`config.mk`:
```
export PLATFORM = sky130hd
export DESIGN_NAME = spi_regtgt
export DESIGN_NICKNAME = d
export VERILOG_FILES = /design/src/rtl/regtgt_pkg.sv /design/src/rtl/regtgt_sync.sv /design/src/rtl/regtgt_regfile.sv /design/src/rtl/regtgt_frame.sv /design/src/rtl/spi_regtgt.sv
export SDC_FILE = /design/constraint.sdc
export NUM_CORES = 1
export LEC_CHECK = 0
export CORE_MARGIN = 8
export CORE_UTILIZATION = 30
export CTS_CLUSTER_DIAMETER = 40
export DETAILED_ROUTE_END_ITERATION = 8
export GPL_TIMING_DRIVEN = 0
export PLACE_DENSITY_LB_ADDON = 0.25
export SLEW_MARGIN = 20
export SYNTH_ARGS = -nofsm -noshare
export SYNTH_HDL_FRONTEND = slang
export SYNTH_SLANG_ARGS = --single-unit
```
`constraint.sdc`:
```
create_clock -name clk -period 7.9 [get_ports clk]
set_input_delay 1.185 -clock clk [delete_from_list [all_inputs] [get_ports clk]]
set_output_delay 1.185 -clock clk [all_outputs]
set_load 0.05 [all_outputs]
```
`src/rtl/regtgt_pkg.sv`:
```
package regtgt_pkg;
  localparam int CMD_W  = 8;
  localparam int DATA_W = 16;
  localparam int CRC_W  = 8;
  localparam int ADDR_W = CMD_W - 1;
  localparam int SHORT_FRAME = CMD_W + DATA_W;
  localparam int LONG_FRAME  = CMD_W + DATA_W + CRC_W;
  localparam int RESP_W      = DATA_W + CRC_W;
  localparam int CNT_W       = $clog2(LONG_FRAME + 1) + 1;
  localparam logic [CRC_W-1:0] CRC_POLY = 8'h8C;

  // one byte through the reflected CRC-8, least significant bit first
  function automatic logic [CRC_W-1:0] crc8_upd(input logic [CRC_W-1:0] crc_in,
                                                 input logic [7:0] dat);
    logic [CRC_W-1:0] c;
    c = crc_in ^ dat;
    for (int k = 0; k < 8; k++) begin
      c = c[0] ? ((c >> 1) ^ CRC_POLY) : (c >> 1);
    end
    return c;
  endfunction

  function automatic logic [CRC_W-1:0] crc8_frame(input logic [CMD_W-1:0] cmd,
                                                   input logic [DATA_W-1:0] dat);
    return crc8_upd(crc8_upd(crc8_upd(8'h00, cmd), dat[15:8]), dat[7:0]);
  endfunction
endpackage

```
`src/rtl/regtgt_sync.sv`:
```
module regtgt_sync #(
  parameter int W = 3,
  parameter int STAGES = 2,
  parameter logic [W-1:0] RST_VAL = '0
) (
  input  logic         clk,
  input  logic         rst_n,
  input  logic [W-1:0] din,
  output logic [W-1:0] dout
);
  logic [W-1:0] stage_q [STAGES];

  genvar s;
  generate
    for (s = 0; s < STAGES; s++) begin : g_stage
      always_ff @(posedge clk or negedge rst_n) begin
        if (!rst_n) stage_q[s] <= RST_VAL;
        else if (s == 0) stage_q[s] <= din;
        else stage_q[s] <= stage_q[(s > 0) ? s - 1 : 0];
      end
    end
  endgenerate

  assign dout = stage_q[STAGES-1];
endmodule

```
`src/rtl/regtgt_regfile.sv`:
```
module regtgt_regfile
  import regtgt_pkg::*;
#(
  parameter logic [DATA_W-1:0] ID_VALUE = 16'hA70C,
  parameter int WR_FIRST = 3,
  parameter int WR_LAST  = 13,
  parameter int RD_LAST  = 14,
  parameter int RD_HOLE  = 2
) (
  input  logic              clk,
  input  logic              rst_n,
  input  logic              wr_req,
  input  logic [ADDR_W-1:0] wr_addr,
  input  logic [DATA_W-1:0] wr_data,
  input  logic              err_set,
  input  logic [ADDR_W-1:0] rd_addr,
  output logic [DATA_W-1:0] rd_data,
  output logic              crc_chk_en,
  output logic              err_flag
);
  localparam int NSTORE = WR_LAST - WR_FIRST + 1;

  logic [DATA_W-1:0] store_q [NSTORE];
  logic              err_q, err_d;
  logic              wr_ok;

  assign wr_ok = wr_req && (int'(wr_addr) >= WR_FIRST) && (int'(wr_addr) <= WR_LAST);

  genvar i;
  generate
    for (i = 0; i < NSTORE; i++) begin : g_word
      logic hit;
      assign hit = wr_ok && (int'(wr_addr) == WR_FIRST + i);
      always_ff @(posedge clk or negedge rst_n) begin
        if (!rst_n) store_q[i] <= '0;
        else if (hit) store_q[i] <= wr_data;
      end
    end
  endgenerate

  always_comb err_d = err_q | err_set;

  always_ff @(posedge clk or negedge rst_n) begin
    if (!rst_n) err_q <= 1'b0;
    else err_q <= err_d;
  end

  always_comb begin
    rd_data = '0;
    if (int'(rd_addr) == 0) rd_data = ID_VALUE;
    else if (int'(rd_addr) == 1) rd_data = {{(DATA_W-1){1'b0}}, err_q};
    else if (int'(rd_addr) >= WR_FIRST && int'(rd_addr) <= WR_LAST)
      rd_data = store_q[int'(rd_addr) - WR_FIRST];
    else if (int'(rd_addr) == RD_HOLE || int'(rd_addr) > RD_LAST)
      rd_data = '0;
  end

  assign crc_chk_en = store_q[0][0];
  assign err_flag   = err_q;
endmodule

```
`src/rtl/regtgt_frame.sv`:
```
module regtgt_frame
  import regtgt_pkg::*;
(
  input  logic              clk,
  input  logic              rst_n,
  input  logic              sclk_s,
  input  logic              cs_act,
  input  logic              mosi_s,
  input  logic              crc_chk_en,
  input  logic [DATA_W-1:0] rd_data,
  output logic [ADDR_W-1:0] rd_addr,
  output logic              wr_req,
  output logic [ADDR_W-1:0] wr_addr,
  output logic [DATA_W-1:0] wr_data,
  output logic              err_set,
  output logic              sclk_rise,
  output logic              sclk_fall,
  output logic              miso_bit
);
  localparam logic [CNT_W-1:0] CNT_MAX  = '1;
  localparam logic [CNT_W-1:0] LAST_S   = CNT_W'(SHORT_FRAME - 1);
  localparam logic [CNT_W-1:0] LAST_L   = CNT_W'(LONG_FRAME - 1);
  localparam logic [CNT_W-1:0] CMD_DONE = CNT_W'(CMD_W);

  logic                  sclk_q;
  logic [CNT_W-1:0]      cnt_q, cnt_d;
  logic [LONG_FRAME-1:0] sh_q, sh_d;
  logic [RESP_W-1:0]     tx_q, tx_d;
  logic                  rd_q, rd_d;
  logic                  eval_q, eval_d, long_q, long_d;
  logic [CMD_W-1:0]      f_cmd;
  logic [DATA_W-1:0]     f_dat;
  logic                  crc_ok;

  assign sclk_rise = sclk_s & ~sclk_q;
  assign sclk_fall = ~sclk_s & sclk_q;

  always_comb begin
    cnt_d = cnt_q;
    sh_d  = sh_q;
    if (!cs_act) begin
      cnt_d = '0;
    end else if (sclk_rise && cnt_q != CNT_MAX) begin
      cnt_d = cnt_q + 1'b1;
      sh_d  = {sh_q[LONG_FRAME-2:0], mosi_s};
    end
    eval_d = cs_act && sclk_rise &&
             ((crc_chk_en && cnt_q == LAST_L) || (!crc_chk_en && cnt_q == LAST_S));
    long_d = crc_chk_en;
  end

  // response shifter: loaded on the falling edge after the command byte
  always_comb begin
    tx_d = tx_q;
    rd_d = rd_q;
    if (!cs_act) begin
      rd_d = 1'b0;
    end else if (sclk_fall && cnt_q == CMD_DONE && sh_q[0]) begin
      tx_d = {rd_data, crc8_frame(sh_q[CMD_W-1:0], rd_data)};
      rd_d = 1'b1;
    end else if (sclk_fall && cnt_q > CMD_DONE && rd_q) begin
      tx_d = {tx_q[RESP_W-2:0], 1'b0};
    end
  end

  always_comb begin
    if (long_q) begin
      f_cmd = sh_q[LONG_FRAME-1 -: CMD_W];
      f_dat = sh_q[CRC_W +: DATA_W];
    end else begin
      f_cmd = sh_q[SHORT_FRAME-1 -: CMD_W];
      f_dat = sh_q[DATA_W-1:0];
    end
    crc_ok  = (crc8_frame(f_cmd, f_dat) == sh_q[CRC_W-1:0]);
    wr_req  = eval_q && !f_cmd[0] && (!long_q || crc_ok);
    err_set = eval_q && !f_cmd[0] && long_q && !crc_ok;
  end

  assign wr_addr  = f_cmd[CMD_W-1:1];
  assign wr_data  = f_dat;
  assign rd_addr  = sh_q[CMD_W-1:1];
  assign miso_bit = rd_q & tx_q[RESP_W-1];

  always_ff @(posedge clk or negedge rst_n) begin
    if (!rst_n) begin
      sclk_q <= 1'b0;
      cnt_q  <= '0;
      sh_q   <= '0;
      tx_q   <= '0;
      rd_q   <= 1'b0;
      eval_q <= 1'b0;
      long_q <= 1'b0;
    end else begin
      sclk_q <= sclk_s;
      cnt_q  <= cnt_d;
      sh_q   <= sh_d;
      tx_q   <= tx_d;
      rd_q   <= rd_d;
      eval_q <= eval_d;
      long_q <= long_d;
    end
  end
endmodule

```
`src/rtl/spi_regtgt.sv`:
```
module spi_regtgt
  import regtgt_pkg::*;
#(
  parameter logic [DATA_W-1:0] ID_VALUE = 16'hA70C,
  parameter int SYNC_STAGES = 2
) (
  input  logic clk,
  input  logic rst_n,
  input  logic spi_sclk,
  input  logic spi_cs_n,
  input  logic spi_mosi,
  output logic spi_miso
);
  logic [1:0]        rst_pipe_q;
  logic              rst_sync_n;
  logic [2:0]        pins_s;
  logic              sclk_s, cs_n_s, mosi_s, cs_act;
  logic [ADDR_W-1:0] rd_addr, wr_addr;
  logic [DATA_W-1:0] rd_data, wr_data;
  logic              wr_req, err_set, crc_chk_en, err_flag;
  logic              sclk_rise, sclk_fall, miso_bit;

  always_ff @(posedge clk or negedge rst_n) begin
    if (!rst_n) rst_pipe_q <= 2'b00;
    else rst_pipe_q <= {rst_pipe_q[0], 1'b1};
  end
  assign rst_sync_n = rst_pipe_q[1];

  regtgt_sync #(.W(3), .STAGES(SYNC_STAGES), .RST_VAL(3'b010)) u_sync (
    .clk(clk), .rst_n(rst_sync_n),
    .din({spi_mosi, spi_cs_n, spi_sclk}), .dout(pins_s)
  );
  assign sclk_s = pins_s[0];
  assign cs_n_s = pins_s[1];
  assign mosi_s = pins_s[2];
  assign cs_act = ~cs_n_s;

  regtgt_frame u_frame (
    .clk(clk), .rst_n(rst_sync_n), .sclk_s(sclk_s), .cs_act(cs_act),
    .mosi_s(mosi_s), .crc_chk_en(crc_chk_en), .rd_data(rd_data),
    .rd_addr(rd_addr), .wr_req(wr_req), .wr_addr(wr_addr), .wr_data(wr_data),
    .err_set(err_set), .sclk_rise(sclk_rise), .sclk_fall(sclk_fall),
    .miso_bit(miso_bit)
  );

  regtgt_regfile #(.ID_VALUE(ID_VALUE)) u_regs (
    .clk(clk), .rst_n(rst_sync_n), .wr_req(wr_req), .wr_addr(wr_addr),
    .wr_data(wr_data), .err_set(err_set), .rd_addr(rd_addr),
    .rd_data(rd_data), .crc_chk_en(crc_chk_en), .err_flag(err_flag)
  );

  assign spi_miso = ~spi_cs_n & miso_bit;
endmodule

```
== Word-level counts from Yosys, hierarchy flattened ==
Index checks and enable logic that the tools add are counted.
W data, S select, Z words.

* Bits in latches: 0
* ROM bits: 0
* Memories kept: 0
* Register bits: 252
* Word-level logic and storage cells: 210
* RAM bits: 0

* Order comparisons: 6
* Equality and inequality tests: 17
* Bitwise gates (word level): 62
* Reductions and logical operators: 39
* Multiply operators: 0
* Add/sub/neg operators: 2
* Shift operators: 0
* Divide/modulo/power cells: 0
* Mux-type cells: 62

{| class="wikitable"
|+ Operator list
! kind !! number
|-
| $mux W8 || 49
|-
| $not A2 Y3 || 48
|-
| $mux W16 || 6
|-
| $bmux W16 S4 || 1
|-
| $eq A7 B5 Y1 const B || 8
|-
| $mux W24 || 2
|-
| $eq A7 B4 Y1 const B || 5
|-
| $ge A32 B5 Y1 const B || 1
|-
| $not A32 Y32 || 1
|-
| $xor A8 B8 Y8 || 4
|-
| $logic_and A1 B1 Y1 || 27
|-
| $ge A7 B2 Y1 const B || 2
|-
| $le A7 B4 Y1 const B || 2
|-
| $mux W7 || 2
|-
| $eq A8 B8 Y1 || 1
|-
| $sub A7 B2 Y8 const B || 1
|-
| $add A7 B1 Y7 const B || 1
|-
| $eq A7 B2 Y1 const B || 1
|-
| $eq A7 B3 Y1 const B || 1
|-
| $gt A7 B4 Y1 const B || 1
|-
| $logic_not A7 Y1 || 1
|-
| $ne A7 B7 Y1 const B || 1
|-
| $reduce_bool A2 Y1 || 3
|-
| $and A1 B1 Y1 || 4
|-
| 6 further kinds || 15
|}

== Longest topological paths before layout ==
* Depth in word-level cells: 57
* Depth in mapped cells: 20
* Depth with buffers taken out: 14

== Hierarchy ==
From an unflattened synthesis, not the netlist that was laid out.

* Cells, all modules: 1,013
* Area total of the unflattened synthesis: 13,621.8 sq um

{| class="wikitable"
|+ By module, submodules not included
! module !! seq. area each (sq um) !! area each (sq um) !! cells an instance !! instances
|-
| regtgt_regfile || 4,429.2 || 8,366.8 || 566 || 1
|-
| regtgt_frame || 1,676.6 || 5,008.6 || 433 || 1
|-
| regtgt_sync || 152.6 || 175.2 || 9 || 1
|-
| spi_regtgt || 50.0 || 71.3 || 5 || 1
|}

== Worst setup path before layout ==
OpenSTA, ideal clock, no wires.

* Path kind: flip-flop to flip-flop
* Start: register u_frame.sh_q[1]
* End: register u_frame.tx_q[2]
* Period minus slack after synthesis: 4,542 ps
* Path slack: 3,358 ps
* Path buffers: 3
* Stages on the path, launching flop included: 18
* Arrival time: 4,418 ps
* Required time: 7,775 ps
* Setup time: 125 ps
* Cell sequence: dfrtp_1 > buf_2 > inv_2 > clkbuf_1 > ha_1 > buf_2 > nor2_1 > o2bb2ai_1 > xor2_1 > a221oi_1 > nand2b_1 > xor2_1 > xnor2_1 > xnor3_1 > xor3_1 > xor2_1 > mux2_2 > mux2_2

* Cells in the longest elaborated chain, start to end: 32
* Elaborated cells on any way between the ends: 58
* Classes of those cells: add/sub (1); order compare (2); eq/ne (1); mux (31); bitwise (21); reduce/logical (2)

{| class="wikitable"
|+ Ends and longest elaborated chain
! item !! line !! RTL
|-
| start, declared || regtgt_frame.sv:27 || <nowiki>logic [LONG_FRAME-1:0] sh_q, sh_d;</nowiki>
|-
| start signal, assigned || regtgt_frame.sv:88 || <nowiki>sh_q <= '0;</nowiki>
|-
| start signal, assigned || regtgt_frame.sv:96 || <nowiki>sh_q <= sh_d;</nowiki>
|-
| $sub A7 B2 Y8 || regtgt_regfile.sv:53 || <nowiki>rd_data = store_q[int'(rd_addr) - WR_FIRST];</nowiki>
|-
| $not A32 Y32 (implied by the code) || regtgt_regfile.sv:53 ||
|-
| $bmux W16 S4 || regtgt_regfile.sv:53 ||
|-
| $mux W16 (implied by the code) (2 in series) || regtgt_regfile.sv:53 ||
|-
| $mux W16 || regtgt_regfile.sv:52 || <nowiki>else if (int'(rd_addr) >= WR_FIRST && int'(rd_addr) <= WR_LAST)</nowiki>
|-
| $mux W16 || regtgt_regfile.sv:51 || <nowiki>else if (int'(rd_addr) == 1) rd_data = {{(DATA_W-1){1'b0}}, err_q};</nowiki>
|-
| $mux W16 || regtgt_regfile.sv:50 || <nowiki>if (int'(rd_addr) == 0) rd_data = ID_VALUE;</nowiki>
|-
| $xor A8 B8 Y8 || regtgt_pkg.sv:16 || <nowiki>c = crc_in ^ dat;</nowiki>
|-
| [... 10 more ...] || - ||
|-
| $mux W8 / $xor A8 B8 Y8 (equally long branches) || regtgt_pkg.sv:18, regtgt_pkg.sv:16 ||
|-
| $xor A8 B8 Y8 (*) || regtgt_pkg.sv:16 ||
|-
| $mux W8 (*) (6 in series) || regtgt_pkg.sv:18 || <nowiki>c = c[0] ? ((c >> 1) ^ CRC_POLY) : (c >> 1);</nowiki>
|-
| $not A2 Y3 (no source line) / $mux W8 (equally long branches) || - ||
|-
| $mux W8 (*) || regtgt_pkg.sv:18 ||
|-
| $not A2 Y3 (no source line) || - ||
|-
| $mux W8 (*) || regtgt_pkg.sv:18 ||
|-
| $mux W24 (*) || regtgt_frame.sv:58 || <nowiki>end else if (sclk_fall && cnt_q == CMD_DONE && sh_q[0]) begin</nowiki>
|-
| end signal, assigned || regtgt_frame.sv:97 || <nowiki>tx_q <= tx_d;</nowiki>
|-
| end, declared || regtgt_frame.sv:28 || <nowiki>logic [RESP_W-1:0] tx_q, tx_d;</nowiki>
|}

Mark *: on every way between the ends. The rest lies on a longest branch, timed or not. The select of a mux whose other input is x is not followed.
A chain may end at the register's enable or synchronous reset.

== Worst setup path in the final report ==
Ends and elaborated chain as after synthesis.

==> impl_metrics.env <==
export IMPL_clk_pin_slew_ps=50
export IMPL_postRouteWirelength_um=34900
export IMPL_grtUsageMet1=0.187
export IMPL_grt_util_all_layers=0.135
export IMPL_utilization=0.355
export IMPL_drt_iter0_markers=549
export IMPL_die_width_um=229
export IMPL_end_kind="flop"
export IMPL_fmax_mhz=158
export IMPL_std_cell_rows=78
export IMPL_ir_drop_mv=0.569
export IMPL_multi_input_area_um2=6750
export IMPL_slew_headroom=0.312
export IMPL_cts_tree="built"
export IMPL_synth_area_um2=13600
export IMPL_synth_largest_area_cell="dfrtp_1"
export IMPL_synth_ff_type="dfrtp_1"
export IMPL_busiest_layer="met2"
export IMPL_slew_viol_final=0
export IMPL_final_min_clock_period_ps=6320
export IMPL_num_antenna_cells=0
export IMPL_crit_type="flop to flop"
export IMPL_met2_usage=0.214
export IMPL_grt_max_degree=54
export IMPL_io_pins=6
export IMPL_die_area_um2=52400
export IMPL_gp_congestion=0.797
export IMPL_synth_top_area_share=0.460
export IMPL_regArea_um2=6310
export IMPL_post_cts_buffers=0
export IMPL_dr_total_vias=8328
export IMPL_grt_pass1_vias=8916
export IMPL_overflow=0
export IMPL_clock_path_buffers=3
export IMPL_layout_nets=1123
export IMPL_netlist_top_cells_area="dfrtp_1 (46%), mux2_2 (14%), mux4_2 (5.0%)"
export IMPL_vias_per_cell=4.77
export IMPL_cp_required_ps=8310
export IMPL_p_per_area_nw_per_um2=354
export IMPL_worst_pin_slew_ps=1020
export IMPL_layout_drive_gt1_share=0.320
export IMPL_cts_resized=0
export IMPL_syn_inst=1058
export IMPL_ys_ff_latch=252
export IMPL_avgSynthCellArea_um2=12.9
export IMPL_gr_usage_met3=0.0225
export IMPL_hold_viol=0
export IMPL_postSynth_asyncResetShare=1.00
export IMPL_maxCapViolCount=0
export IMPL_leakage_nw=7.34
export IMPL_htreeDepth=2
export IMPL_drc=0
export IMPL_yosysSeqAreaShare=0.464
export IMPL_fin_crit_sh=0.800
export IMPL_synth_edf_count=0
export IMPL_hold_ws_ps=253
export IMPL_arrival_ps=6730
export IMPL_antenna_found_initial=0
export IMPL_start_util=0.302
export IMPL_setup_viol=0
export IMPL_port_buffers=5
export IMPL_clock_sinks=252
export IMPL_rsz0062_at_grt="false"
export IMPL_insertion_delay_ps=550
export IMPL_dp_hpwl_um=25000
export IMPL_fin_area_um2=16000
export IMPL_hp_class="flop to asynchronous set/reset pin"
export IMPL_status="complete, no violations"
export IMPL_cp_start_kind="flop"
export IMPL_worstPathMaxFanout=10
export IMPL_finClkSkew_ps=24.3
export IMPL_fin_setup_tns_ps=0
export IMPL_ant_nets=0
export IMPL_drtPass1Iterations=4
export IMPL_synth_fp_nets=1068
export IMPL_area_growth_pct=17.6
export IMPL_place_area_um2=14500
export IMPL_wire_per_inst_um=20.0
export IMPL_mostFrequentLayoutCells="dfrtp_1 (249), mux2_2 (175), xnor2_1 (77)"
export IMPL_ys_types=72
export IMPL_core_area_um2=45100
export IMPL_p_total_mw=5.66
export IMPL_dieHeight_um=229
export IMPL_cts_made_buffers=43
export IMPL_grt_first_pass_wirelength_um=55600
export IMPL_num_fill_cells=4434
export IMPL_final_common_cell="dfrtp_1"
export IMPL_cts_root_buf="clkbuf_16"
export IMPL_hold_buffers=0
export IMPL_yosys_warnings=0
## metal layers
layer	wire (µm)	up-vias	part of all wire
li1	-	3881	-
met1	16800	4274	0.48
met2	16100	113	0.46
met3	1090	60	0.031
met4	929	0	0.027
met5	0	-	0
## final timing paths
path / endpoint / slack [ps] / depth (start not counted) / start
max: u_frame.tx_q[2] / 1580 / 20 / u_frame.sh_q[1]
min: u_regs.store_q[50] / 250 / 0 / rst_pipe_q[1]
min reg2reg: u_regs.store_q[50] / 250 / 0 / rst_pipe_q[1]
max reg2reg: u_frame.tx_q[2] / 1580 / 20 / u_frame.sh_q[1]
max in group asynchronous: u_sync.dout[1] / 6410 / 3 / rst_pipe_q[1]
min in group clk: rst_pipe_q[1] / 340 / 0 / rst_pipe_q[0]
## cell usage after synthesis (3+ instances only)
cell,count
nand2b_1,4
nor2_1,24
ha_1,5
a21oi_1,34
nor3_1,11
a22oi_1,19
buf_2,14
a31oi_1,8
nor2_4,4
o2bb2ai_1,7
nor2b_1,3
mux2_4,10
mux4_2,30
nand3_1,22
or2_2,3
xor2_1,37
mux2i_1,29
or4_1,3
nand2_1,64
mux2_2,175
xnor2_1,77
xnor3_1,13
clkbuf_1,37
xor2_2,3
a32oi_1,3
dfrtp_1,250
a2111oi_0,3
o21ai_0,34
buf_4,13
buf_6,12
buf_1,5
nor3_4,3
inv_1,10
or3_1,4
and3_1,4
mux2_1,35
nor2_8,4
## per-stage QoR
step / setup WS (ps) / std cells
after detailed placement: 1600 / 1668
after floorplan: 361 / 1058
after CTS: 1560 / 1747
final: 1580 / 1747
after global placement: -2920 / 1663
after global routing: 1290 / 1747
## state kept, by name, indices dropped and copies added (netlist names)
register and flops:
u_sync.stage_q 3, u_frame.cnt_q 7, u_frame.eval_q 1, rst_pipe_q 2, u_frame.rd_q 1, u_frame.long_q 1
u_frame.tx_q 24, u_regs.crc_chk_en 1, u_frame.sclk_q 1, u_sync.dout 3, u_regs.err_flag 1, u_frame.sh_q 32
u_regs.store_q 175
## power by group
part,switching (mW),internal (mW)
combinational,1.35,1.12
sequential,0.0159,1.31
clock,0.674,1.19
## worst max-delay path, stage by stage (launching register included)
cell      delay, ps
dfrtp_1         390
buf_2           220
inv_2           280
clkbuf_1        530
ha_1            270
buf_2           290
buf_2           360
buf_2           420
buf_2           410
mux4_2          400
nand2_1          90
a21oi_1          70
a21oi_1         490
xor2_1          130
a21oi_1         230
xnor2_1         120
xnor2_1         360
xor3_1          370
xor2_1          190
mux2_2          280
mux2_2          260
## cell type report
type,instances,share of cell area
multi-input cells,712,0.422
flip-flops and latches,252,0.395
well taps,600,0.0469
plain buffers,83,0.0313
inverters,11,0.00258
clock inverters,24,0.0158
clock buffers,55,0.0757
repair buffers,10,0.0113
## cell families (layout without fill, tap and decap cells)
logic type	Yosys count	in the layout	synth area share
simple gates	163	163	0.0651
flops	252	252	0.464
compound gates	126	126	0.0581
other cells	1	1	0.000276
xor+xnor	135	135	0.108
mux	282	282	0.260
buf+inv	94	183	0.0398
fa+ha+maj	5	5	0.00460
(Power assumes the default switching activity.)
